==> config.mk <==
export PLATFORM = sky130hd
export DESIGN_NAME = tmr_match_ctrl
export DESIGN_NICKNAME = d
export VERILOG_FILES = /design/src/rtl/tmr_pkg.sv /design/src/rtl/tmr_prescale.sv /design/src/rtl/tmr_match.sv /design/src/rtl/tmr_regs.sv /design/src/rtl/tmr_match_ctrl.sv
export SDC_FILE = /design/constraint.sdc
export NUM_CORES = 1
export LEC_CHECK = 0
export BUFFER_PORTS_ARGS = -buffer_cell sky130_fd_sc_hd__buf_2
export CAP_MARGIN = 5
export CORE_ASPECT_RATIO = 1.1
export CORE_MARGIN = 10
export CORE_UTILIZATION = 50
export DETAILED_ROUTE_END_ITERATION = 16
export GPL_TIMING_DRIVEN = 0
export PLACE_DENSITY = 0.73
export SYNTH_ARGS = -nofsm -noshare
export SYNTH_HDL_FRONTEND = slang
export SYNTH_SLANG_ARGS = --single-unit
==> constraint.sdc <==
create_clock -name clk -period 3.6 [get_ports clk]
set_input_delay 0.54 -clock clk [delete_from_list [all_inputs] [get_ports clk]]
set_output_delay 0.54 -clock clk [all_outputs]
set_load 0.01 [all_outputs]
==> src/rtl/tmr_pkg.sv <==
package tmr_pkg;

    // Per-channel action field; irq lands on bit 0, clr on bit 1, stop on bit 2
    typedef struct packed {
        logic stop;
        logic clr;
        logic irq;
    } act_t;

    localparam int ACT_W = $bits(act_t);

    // Word indices of the register map (byte offset = 4 * index)
    localparam int IDX_FLAG = 0;
    localparam int IDX_CTRL = 1;
    localparam int IDX_TC   = 2;
    localparam int IDX_PRE  = 3;
    localparam int IDX_PCNT = 4;
    localparam int IDX_ACT  = 5;
    localparam int IDX_MR0  = 6;

    // Control register bit positions
    localparam int CTRL_RUN  = 0;
    localparam int CTRL_HOLD = 1;

    function automatic act_t field_of(input logic [ACT_W-1:0] bits);
        return act_t'(bits);
    endfunction

endpackage

==> src/rtl/tmr_prescale.sv <==
module tmr_prescale #(
    parameter int CNT_W = 32
) (
    input  logic             clk,
    input  logic             rst,
    input  logic             run,
    input  logic             hold,
    input  logic [CNT_W-1:0] limit,
    output logic [CNT_W-1:0] pcnt,
    output logic             tick
);
    assign tick = run && (pcnt == limit);

    always_ff @(posedge clk) begin
        if (rst || hold) begin
            pcnt <= '0;
        end else if (tick) begin
            pcnt <= '0;
        end else if (run) begin
            pcnt <= pcnt + 1'b1;
        end
    end
endmodule

==> src/rtl/tmr_match.sv <==
module tmr_match
    import tmr_pkg::*;
#(
    parameter int CNT_W = 32,
    parameter int N_CH  = 4
) (
    input  logic                       tick,
    input  logic [CNT_W-1:0]           tc,
    input  logic [N_CH-1:0][CNT_W-1:0] cmp,
    input  logic [ACT_W*N_CH-1:0]      acts,
    output logic [N_CH-1:0]            flag_set,
    output logic                       any_clr,
    output logic                       any_stop
);
    logic [N_CH-1:0] clr_v;
    logic [N_CH-1:0] stop_v;

    for (genvar ch = 0; ch < N_CH; ch++) begin : g_ch
        act_t a;
        logic hit;
        assign a            = field_of(acts[ACT_W*ch +: ACT_W]);
        assign hit          = tick && (tc == cmp[ch]);
        assign flag_set[ch] = hit && a.irq;
        assign clr_v[ch]    = hit && a.clr;
        assign stop_v[ch]   = hit && a.stop;
    end

    assign any_clr  = |clr_v;
    assign any_stop = |stop_v;
endmodule

==> src/rtl/tmr_regs.sv <==
module tmr_regs
    import tmr_pkg::*;
#(
    parameter int CNT_W  = 32,
    parameter int N_CH   = 4,
    parameter int ADDR_W = 8
) (
    input  logic                       clk,
    input  logic                       rst,
    input  logic                       bus_wr,
    input  logic [ADDR_W-1:0]          bus_addr,
    input  logic [CNT_W-1:0]           bus_wdata,
    output logic [CNT_W-1:0]           bus_rdata,
    input  logic [CNT_W-1:0]           tc,
    input  logic [CNT_W-1:0]           pcnt,
    input  logic                       stop_evt,
    input  logic [N_CH-1:0]            flag_set,
    output logic                       run_en,
    output logic                       hold,
    output logic [CNT_W-1:0]           limit,
    output logic [ACT_W*N_CH-1:0]      acts,
    output logic [N_CH-1:0][CNT_W-1:0] cmp,
    output logic [N_CH-1:0]            flags,
    output logic                       tc_load
);
    localparam int IDX_W = ADDR_W - 2;
    localparam int AF_W  = ACT_W * N_CH;

    logic [IDX_W-1:0] idx;
    assign idx = bus_addr[ADDR_W-1:2];

    logic we_flag, we_ctrl, we_pre, we_act;
    assign we_flag = bus_wr && (idx == IDX_W'(IDX_FLAG));
    assign we_ctrl = bus_wr && (idx == IDX_W'(IDX_CTRL));
    assign we_pre  = bus_wr && (idx == IDX_W'(IDX_PRE));
    assign we_act  = bus_wr && (idx == IDX_W'(IDX_ACT));
    assign tc_load = bus_wr && (idx == IDX_W'(IDX_TC));

    always_ff @(posedge clk) begin
        if (rst) begin
            run_en <= 1'b0;
            hold   <= 1'b0;
        end else begin
            if (we_ctrl) begin
                run_en <= bus_wdata[CTRL_RUN];
                hold   <= bus_wdata[CTRL_HOLD];
            end
            if (stop_evt) begin
                run_en <= 1'b0;
            end
        end
    end

    always_ff @(posedge clk) begin
        if (rst) begin
            limit <= '0;
            acts  <= '0;
            flags <= '0;
        end else begin
            if (we_pre) limit <= bus_wdata;
            if (we_act) acts <= bus_wdata[AF_W-1:0];
            flags <= (flags & ~(we_flag ? bus_wdata[N_CH-1:0] : '0)) | flag_set;
        end
    end

    for (genvar ch = 0; ch < N_CH; ch++) begin : g_cmp
        always_ff @(posedge clk) begin
            if (rst) begin
                cmp[ch] <= '0;
            end else if (bus_wr && (idx == IDX_W'(IDX_MR0 + ch))) begin
                cmp[ch] <= bus_wdata;
            end
        end
    end

    always_comb begin
        bus_rdata = '0;
        case (idx)
            IDX_W'(IDX_FLAG): bus_rdata[N_CH-1:0] = flags;
            IDX_W'(IDX_CTRL): begin
                bus_rdata[CTRL_RUN]  = run_en;
                bus_rdata[CTRL_HOLD] = hold;
            end
            IDX_W'(IDX_TC):   bus_rdata = tc;
            IDX_W'(IDX_PRE):  bus_rdata = limit;
            IDX_W'(IDX_PCNT): bus_rdata = pcnt;
            IDX_W'(IDX_ACT):  bus_rdata[AF_W-1:0] = acts;
            default: begin
                for (int ch = 0; ch < N_CH; ch++) begin
                    if (idx == IDX_W'(IDX_MR0 + ch)) bus_rdata = cmp[ch];
                end
            end
        endcase
    end
endmodule

==> src/rtl/tmr_match_ctrl.sv <==
module tmr_match_ctrl
    import tmr_pkg::*;
#(
    parameter int CNT_W  = 32,
    parameter int N_CH   = 4,
    parameter int ADDR_W = 8
) (
    input  logic              clk,
    input  logic              rst,
    input  logic              bus_wr,
    input  logic [ADDR_W-1:0] bus_addr,
    input  logic [CNT_W-1:0]  bus_wdata,
    output logic [CNT_W-1:0]  bus_rdata,
    output logic              irq
);
    localparam int AF_W = ACT_W * N_CH;

    logic [CNT_W-1:0]           tc;
    logic [CNT_W-1:0]           pcnt;
    logic [CNT_W-1:0]           limit;
    logic [AF_W-1:0]            acts;
    logic [N_CH-1:0][CNT_W-1:0] cmp;
    logic [N_CH-1:0]            flags;
    logic [N_CH-1:0]            flag_set;
    logic run_en, hold, tick, any_clr, any_stop, tc_load;

    tmr_regs #(.CNT_W(CNT_W), .N_CH(N_CH), .ADDR_W(ADDR_W)) u_regs (
        .clk(clk), .rst(rst),
        .bus_wr(bus_wr), .bus_addr(bus_addr), .bus_wdata(bus_wdata), .bus_rdata(bus_rdata),
        .tc(tc), .pcnt(pcnt), .stop_evt(any_stop), .flag_set(flag_set),
        .run_en(run_en), .hold(hold), .limit(limit), .acts(acts), .cmp(cmp),
        .flags(flags), .tc_load(tc_load)
    );

    tmr_prescale #(.CNT_W(CNT_W)) u_pre (
        .clk(clk), .rst(rst), .run(run_en && !hold), .hold(hold),
        .limit(limit), .pcnt(pcnt), .tick(tick)
    );

    tmr_match #(.CNT_W(CNT_W), .N_CH(N_CH)) u_match (
        .tick(tick), .tc(tc), .cmp(cmp), .acts(acts),
        .flag_set(flag_set), .any_clr(any_clr), .any_stop(any_stop)
    );

    always_ff @(posedge clk) begin
        if (rst || hold) begin
            tc <= '0;
        end else if (tc_load) begin
            tc <= bus_wdata;
        end else if (tick) begin
            if (any_clr)       tc <= '0;
            else if (!any_stop) tc <= tc + 1'b1;
        end
    end

    assign irq = |flags;
endmodule

# Word level (Yosys, flattened, before mapping)
# Index checks and enable logic that the tools add are counted.
# totals
reg_bits	242
latchBits	0
ram_bits	0
rom_bits	0
output_inout_bits	33
wordCells	83
n_memories	0
# op_classes
add_sub_neg	2
n_mul	0
div	0
n_lt_le_gt_ge	0
eq_ne	15
n_shift	0
n_mux	13
n_bitwise	3
reduce_logical	39
# op_table
cell	n
$mux W32	8
$eq A32 B32 Y1	5
$pmux W20 S4	1
$add A32 B1 Y32 const B	2
$pmux W8 S5	1
$logic_and A1 B1 Y1	27
$eq A6 B3 Y1 const B	4
$pmux W2 S6	2
$eq A6 B2 Y1 const B	2
$eq A6 B4 Y1 const B	2
$reduce_or A4 Y1	3
$eq A6 B1 Y1 const B	1
$logic_not A6 Y1	1
$reduce_or A5 Y1	1
$and A4 B4 Y4	1
$mux W4	1
$not A4 Y4	1
$or A4 B4 Y4	1
$reduce_or A2 Y1	2
$ne A3 B2 Y1 const B	1
$reduce_or A3 Y1	1
$reduce_and A2 Y1	1
$reduce_bool A2 Y1	1
$logic_not A1 Y1	1
$logic_or A1 B1 Y1	1

# Longest topological paths before layout
# Gate-level depths: netlist of run 1.
# logic_depth
depth_word	10
ltp_mapped	11
mapped_depth_nobuf	9

# Hierarchy
# From an unflattened synthesis of run 1, not the netlist that was laid out.
# hier_totals
hier_cells	1892
hier_area_um2	14197.4
# modules_own_cells
mod	n_inst	cells_each	area_each_um2	seq_area_each_um2
tmr_regs	1	1164	8526.9	3563.4
tmr_match_ctrl	1	283	2142.1	640.6
tmr_prescale	1	218	1874.3	640.6
tmr_match	1	227	1654.1	0.0

# Worst setup path after synthesis of run 1
# OpenSTA, ideal clock, no wires.
# synth_timing
path_kind	input port to output port
startpoint	input bus_addr[7]
endpoint	output bus_rdata[10]
t_arrival_ns	2.526
required_ns	3.060
path_slack_ns	0.534
cell_stages	6
path_buffers	2
path_cell_list	or4b_2 nor3_1 clkbuf_1 buf_2 a222oi_1 a31oi_1
# synth_via
elab_chain_cells	6
word_cells_on_any_way	16
classes_between	eq/ne: 9; mux: 5; reduce/logical: 2
# synth_rtl
element	line_no	text
start: declaration	tmr_match_ctrl.sv:11	input logic [ADDR_W-1:0] bus_addr,
$eq A6 B3 Y1	tmr_regs.sv:90	if (idx == IDX_W'(IDX_MR0 + ch)) bus_rdata = cmp[ch];
$mux W32 (4 in series)	tmr_regs.sv:90	
$pmux W8 S5 (*)	tmr_regs.sv:78	case (idx)
end: declaration	tmr_match_ctrl.sv:13	output logic [CNT_W-1:0] bus_rdata,
# Mark *: on every way between the ends. The rest lies on a longest branch, timed or not.

# Worst setup path after layout of run 1
# Same ends and word-level chain as after synthesis.

==> run summary, run 1 <==
Leaving out fill and tap cells, the most frequent cell in the layout is nand2_1. Cells with a size suffix above 1 make up 11.0% of the layout. The maximum number of pins on one net before global-route repair came out at 14. The number of antenna violations at the first check in global routing is 3, and the global-route congestion overflow total is 0. The static power due to leakage is 5.31 nW. The clock-pin slew of the registers on the worst-case setup and hold paths came out at 0.06 ns. Setup repair after global routing left no endpoint under its margin. The run gives 0 as the final hold violation count. The synthesized netlist devotes 0.190% of its cell area to adder and majority cells.

For the via count of the first global-routing pass, the log shows 12,900. Nature of the critical path endpoint: an output port. For the count of pins over their slew limit, the log shows 0. After synthesis the cells add up to 13,200 um2. The share of synthesized area in the top cell type comes to 36.7%. The sum of buffers and inverters on the critical path works out to 4. The worst register-to-register path begins at tc[5]. The total wire length was 55,800 um.

Tracing the worst setup path back leads to its startpoint at bus_addr[7]. For the number of rows created at floorplan, the log shows 62. Number of routed nets with antenna violations: 0. Among all stages on the critical path, the largest delay is contributed by or4b_2. Input and output buffers added on the ports amount to 66.

Power per standard cell area: 392 nW/um2. Leaving out fill and tap cells, the most frequent cells in the layout are nand2_1 (437), dfxtp_1 (242), a21oi_1 (201), xnor2_1 (133), buf_2 (107). The congestion estimate from routability-driven global placement came to 1.02.

The synthesis warning total was 0. The routed design could run at a clock period as short as 3.56 ns. Timing would allow up to 281 MHz. Arrival time reported for the critical path endpoint: 3.02 ns.

The synthesized netlist net count is 1,769. The proportion of register bits with asynchronous set or reset after synthesis is 0%, and the number of sinks handled by clock tree synthesis is 242. TritonCTS built the clock tree. In the global route stage, overall resource usage came out at 32.0%. On the final layout, the worst clock skew is 0.0146 ns. The cell that appears most often on the critical path is buf_2.

The first global-routing pass estimated 81,000 um of wire. Walking the worst path, the cells encountered are buf_2 > or4b_2 > nor3_4 > clkbuf_2 > buf_2 > a222oi_1 > a31oi_1 > buf_2. STA classifies the critical path startpoint as an input port. The die is 190 um tall. Measured along the x axis, the die boundary spans 175 um. The core region is 26,100 um2.

The count of H-tree levels built during CTS is 1, and the number of flops mapped to enable cells by yosys is 0. The run gives 29 as the number of buffers created by CTS. The maximum ir drop on the vdd rail was 0.342 mV. In this run the deepest clock path goes through 3 buffers. The routed length per instance works out to 25.4 um. After Yosys synthesis, XOR and XNOR cells account for 13.1% of the synthesized area. Data on the critical path is required at its endpoint by 3.06 ns.

The tools report the root buffer cell as clkbuf_16. Total of endpoints with negative setup slack in the final report: 0. The most used flip-flop cell after synthesis is dfxtp_1. The detailed router's first-iteration violation count is 2,055, and the maximum fanout along the worst path is 10. The gate count after technology mapping was 1,724. The run finished with clean final reports. For the reported max-cap violation count, the log shows 0.

The total number of vias is 13,800, and the highest cell delay on the worst timing path is 0.76 ns. The run gives 2,142 as the number of cells after detailed placement. Of all cell types, the one taking the most synthesized area is dfxtp_1. For the number of distinct library cell variants in the gate-level netlist after synthesis, the log shows 60. Summed over all nets, the half-perimeter wirelength after detailed placement is 43,300 um. By area, the combinational part of the netlist is dominated by simple AND/OR/NAND/NOR gates. The fraction of synthesized area in multiplexers was 1.23%. The die covers 33,300 um2. The area growth from synthesis to layout is 13.6%. Type of the setup path with the least slack: in -> out. Pin placement for this block handled 76 I/O pins. Once the floorplan was initialized, standard cells occupied 50.6% of the core. Headroom to the max-slew limit came out at 31.9%.

In this run the mean area of a mapped cell was 7.66 um2. Of the available clock period, the critical path in the final layout requires 98.8%. For the share of the core filled with cells, the log shows 57.5%. Once layout is complete, the cells apart from fillers number 2,194. After synthesis, flip-flops and latches occupy 36.7% of the total area. After detailed routing, the number of vias per cell comes to 6.30. The power after layout was 5.88 mW. The tools report the post-cts hold buffer count as 0.

The cell family with the largest share of critical-path delay is simple AND/OR/NAND/NOR gates. The min-delay analysis places its worst path in the category in -> reg. Summing the areas of all and, or, nand and nor instances in the mapped netlist gives 25.4% of the synthesized area. The post-synthesis compound-gate area fraction is 18.3%, and the transition time at the pin with the least slew margin is 1.02 ns.

By area the synthesized netlist is led by dfxtp_1 (37%), nand2_1 (12%), xnor2_1 (8.9%), a21oi_1 (7.6%), xor2_1 (4.2%). The latest clock arrival within the worst-skew pair is 0.56 ns, and the post-synthesis sequential element count is 242. For this run, the detailed router's first-pass iteration total came to 7. After detailed routing, the number of remaining DRC violations is 0.

The final layout contains 1,867 nets. The worst hold path begins at bus_wdata[25].
## where the power goes
group / internal, mW / switching [mW] / leakage (nW)
clock network: 1.66 / 1.19 / 0.450
registers: 2.69 / 0.00945 / 1.95
logic: 0.0785 / 0.248 / 2.91
## layout make-up
type / instances / area, um2
sequential: 242 / 4840
timing repair buffer: 67 / 338
antenna: 1 / 2.50
fill: 2525 / 11100
buffer: 153 / 673
multi-input combinational: 1322 / 7760
clock inverter: 8 / 65.1
tap: 352 / 440
clock buffer: 42 / 835
inverter: 7 / 26.3
## final timing paths
| kind | endpoint | slack, ns | cells after the start |
|---|---|---|---|
| setup / recovery | bus_rdata[10] | 0.04 | 8 |
| hold / removal | u_regs.cmp[89] | 0.32 | 3 |
| setup reg to reg | tc[15] | 0.05 | 10 |
| hold reg to reg | u_regs.acts[8] | 0.48 | 2 |
## through the flow
step	setup TNS, ns	cell area (um2)	setup WS, ns	hold slack, ns
floorplan	0	13200	0.534	0.445
global placement	-18.64	14000	-0.680	0.461
detailed placement	-17.29	14000	-0.700	0.471
CTS	0	14900	0.0120	0.309
global route	0	15000	0.0207	0.325
finish	0	15000	0.0419	0.317
## cells by family (layout without fill, tap and decap cells)
logic type | Yosys count | count (layout)
AND/OR/NAND/NOR | 741 | 741
buffers and inverters | 160 | 277
multiplexers | 16 | 16
AO/OA/AOI/OAI | 366 | 366
other | 0 | 1
adder cells (fa/ha/maj) | 2 | 2
flip-flops | 242 | 242
XOR/XNOR | 197 | 197
## cell usage after synthesis (28+ instances only)
library cell	count
xor2_1	63
nand2_1	437
nand4_1	50
a222oi_1	51
xnor2_1	134
a22oi_1	28
nor2_1	71
buf_2	41
dfxtp_1	242
clkbuf_1	103
a21oi_1	201
nand3_1	56
and3_1	39
## registers in the layout, indices dropped and copies added (netlist names)
name and flops:
tc 32, u_pre.pcnt 32, u_regs.acts 12, u_regs.cmp 128
u_regs.flags 4, u_regs.hold 1, u_regs.limit 32, u_regs.run_en 1
## worst min-delay path, stage by stage
cell     delay, ns
buf_2         0.16
nand2_1       0.07
a21oi_1       0.05
## repair_timing
action	in CTS	in global routing
pin swaps	0	1
endpoints found under the setup margin	42	51
endpoints found under the hold margin	0	0
resized for setup	18	21
buffers inserted	0	1
## routing by layer
layer	global-route usage (%)	share of wire, %	vias up
met4	18.1	6.4	4
met5	0	0.052	-
met2	50.7	44	903
met1	40.2	38	6506
li1	-	-	6231
met3	6.10	11	183
(Power assumes the default switching activity.)
==> run 2, diff against run 1 <==
--- a/config.mk
+++ b/config.mk
@@ -7,5 +7,4 @@
 export LEC_CHECK = 0
 export BUFFER_PORTS_ARGS = -buffer_cell sky130_fd_sc_hd__buf_2
-export CAP_MARGIN = 5
 export CORE_ASPECT_RATIO = 1.1
 export CORE_MARGIN = 10
==> constraint.sdc (replaced) <==
create_clock -name clk -period 3.6 [get_ports clk]
set_input_delay 0.54 -clock clk [delete_from_list [all_inputs] [get_ports clk]]
set_output_delay 0.54 -clock clk [all_outputs]
set_load 0.02 [all_outputs]
==> run 2 against run 1 <==
Against the previous run: non-clock buffer count did not move; combinational power up 3%; critical path type is now reg -> reg; first-iteration DRC count decreased by 4.9%; via count rose by 0.15%; die area unchanged; register-to-register slack got worse by 0.02 ns.
==> run summary, run 2 (synthesized netlist as in run 1, its figures left out) <==
The flow ran to the end, and the final reports show no timing, DRC or antenna violations. For the post-cts hold buffer count, the log shows 0 (unchanged). The run gives 14 (unchanged) as the maximum number of pins on one net before global-route repair. Number of I/O port buffers: 66 (unchanged). The arrival time reported for the critical path endpoint came out at 4.04 ns (+1.02 ns).

The number of sinks handled by clock tree synthesis came out at 242 (unchanged). The power after layout was 5.88 mW (about the same); the residual DRC count was 0 (unchanged). For the static power due to leakage, the log shows 5.31 nW (about the same).

Number of buffers on the longest clock path: 3 (unchanged). Nature of the critical path endpoint: a flip-flop. Register containing the most flip-flops in the final layout: u_regs.cmp. The latest clock arrival within the worst-skew pair was 0.56 ns (about the same). The clock-pin slew of the registers on the worst-case setup and hold paths is 0.06 ns (about the same), and the total of endpoints with negative setup slack in the final report is 0 (unchanged). For the data required time of the critical path, the log shows 4.08 ns (+1.02 ns). The routed length per instance is 25.5 um (+0.33%). For the worst slack after detailed placement, the log shows -0.733 ns (-0.0332 ns). The width of the die came out at 175 um (unchanged).

The run gives 0.319 ns (+0.00276 ns) as the post-route worst hold slack. For the initial core utilization, the log shows 50.6% (unchanged). The total wire length came out at 56,000 um (+0.33%). The reported max-cap violation count came out at 0 (unchanged). The setup TNS was 0 ns (unchanged); the footprint of the multi-input gates was 7760 um2 (about the same). The tools report the root buffer cell as clkbuf_16. The power per standard cell area is 393 nW/um2 (+0.13%), and the minimum setup slack in the final design is 0.0347 ns (-0.00723 ns). The tools report the count of pins over their slew limit as 0 (unchanged). The tools report the I/O pin count as 76 (unchanged). For the core area, the log shows 26,100 um2 (unchanged).

In this run the worst hold path is classified as in -> reg. The area added between synthesis and finish was 13.5% (about the same); the detailed router's first-iteration violation count was 1,955 (-4.9%). The time the final worst path needs with I/O delays and setup works out to 3.57 ns (+0.00723 ns). Number of rows created at floorplan: 62 (unchanged). The top cell types in the final layout, fill and taps aside, are nand2_1 (437), dfxtp_1 (242), a21oi_1 (201), xnor2_1 (134), buf_2 (107).

The worst setup path is launched from a flip-flop. For the headroom to the max-slew limit, the log shows 33.1% (+1.2 points). TritonCTS built the clock tree. The global-route wire length before repair was 81,000 um (about the same); the sequential cell area was 4840 um2 (unchanged). The final critical-path share of the clock period is 99.0% (+0.20 points). The maximum fanout along the worst path was 10 (unchanged); the placer congestion estimate was 1.02 (unchanged). For the number of routed nets with antenna violations, the log shows 0 (unchanged). For the clock skew, the log shows 0.0138 ns (-0.000782 ns). The library cell used most frequently in the layout, excluding fill and tap cells, is nand2_1.

The full die area is 33,300 um2 (unchanged). The number of antenna violations at the first check in global routing is 3 (unchanged), and the post-layout net count is 1,867 (unchanged). The total iterations of the first detailed-routing run was 9 (+2). The transition time at the pin with the least slew margin came out at 1.00 ns (-0.0176 ns).

The logs give 12,900 (-0.11%) for the via count of the first global-routing pass and 0 (unchanged) for the global-route congestion overflow total. For the final hold violation count, the log shows 0 (unchanged). The number of fill cells in the layout was 2,523 (-0.079%); the count of H-tree levels built during CTS was 1 (unchanged).

The worst setup path is of the reg -> reg kind. The run gives 13,800 (+0.15%) as the total number of vias. The maximum clock frequency was 280 MHz (-0.20%). The final HPWL from detailed placement is 43,300 um (unchanged), and the number of buffers created by CTS is 29 (unchanged). Die extent in y: 190 um (unchanged). Setup repair after global routing left no endpoint under its margin. The mean number of vias per cell is 6.31 (+0.15%), and the overall global routing resource usage is 32.0% (+0.034 points). The share of layout cells above drive strength 1 works out to 10.9% (-0.054 points).

The flip-flop count of the largest register, all copies and words added works out to 128 (unchanged). The maximum ir drop on the vdd rail is 0.344 mV (+0.81%).
run 2: cell counts in the layout (fill, tap and decap cells not counted):
Identical to the previous run, type by type.
run 2: layout make-up:
type,instances,share of cell area [%]
antenna,1,0.0167
buffer,153,4.51
clock buffer,42,5.57
clock inverter,8,0.434
inverter,7,0.175
multi-input combinational,1322,51.8
sequential,242,32.3
tap,352,2.94
timing repair buffer,67,2.25
run 2: power breakdown:
group	total [mW]	switching, mW	internal (mW)	leakage [nW]
combinational	0.335	0.256	0.0785	2.91
clock	2.85	1.19	1.66	0.450
sequential	2.70	0.00942	2.69	1.95
total	5.88	1.46	4.42	5.31
run 2: stage by stage:
step	area (um2)	cells	util [%]
detailed placement	14000	2142	53.6
global placement	14000	2142	53.6
CTS	14900	2193	57.3
finish	15000	2194	57.5
global route	15000	2193	57.5
floorplan	13200	1724	-
run 2: critical path: stages (launching register included):
cell and delay, ns:
dfxtp_1 0.34, buf_2 0.33, xor2_1 0.18, nor4_1 0.47, nand4_1 0.37, nor3b_1 0.40
or4_1 0.36, nand2b_1 0.19, a21oi_1 0.28, clkbuf_4 0.34, mux2i_1 0.23
run 2: final timing paths:
path	start	endpoint	slack, ns	cells past startpoint
worst min-delay path	bus_wdata[25]	u_regs.cmp[89]	0.32	3
worst max-delay path	tc[16]	tc[15]	0.03	10
worst max register to register	tc[16]	tc[15]	0.03	10
worst min register to register	u_regs.acts[8]	u_regs.acts[8]	0.48	2
run 2: per-layer routing:
metal  GRT usage, %  share of wire, %
met1           40.2                39
met2           50.7                44
met3           6.16                11
met4           18.3               6.1
met5              0             0.050
run 2: timing repair:
item | in CTS | in global routing
setup endpoints to repair | 42 | 50
pin swaps | 1 | 1
gates resized for setup | 19 | 20
buffers inserted | 1 | 0
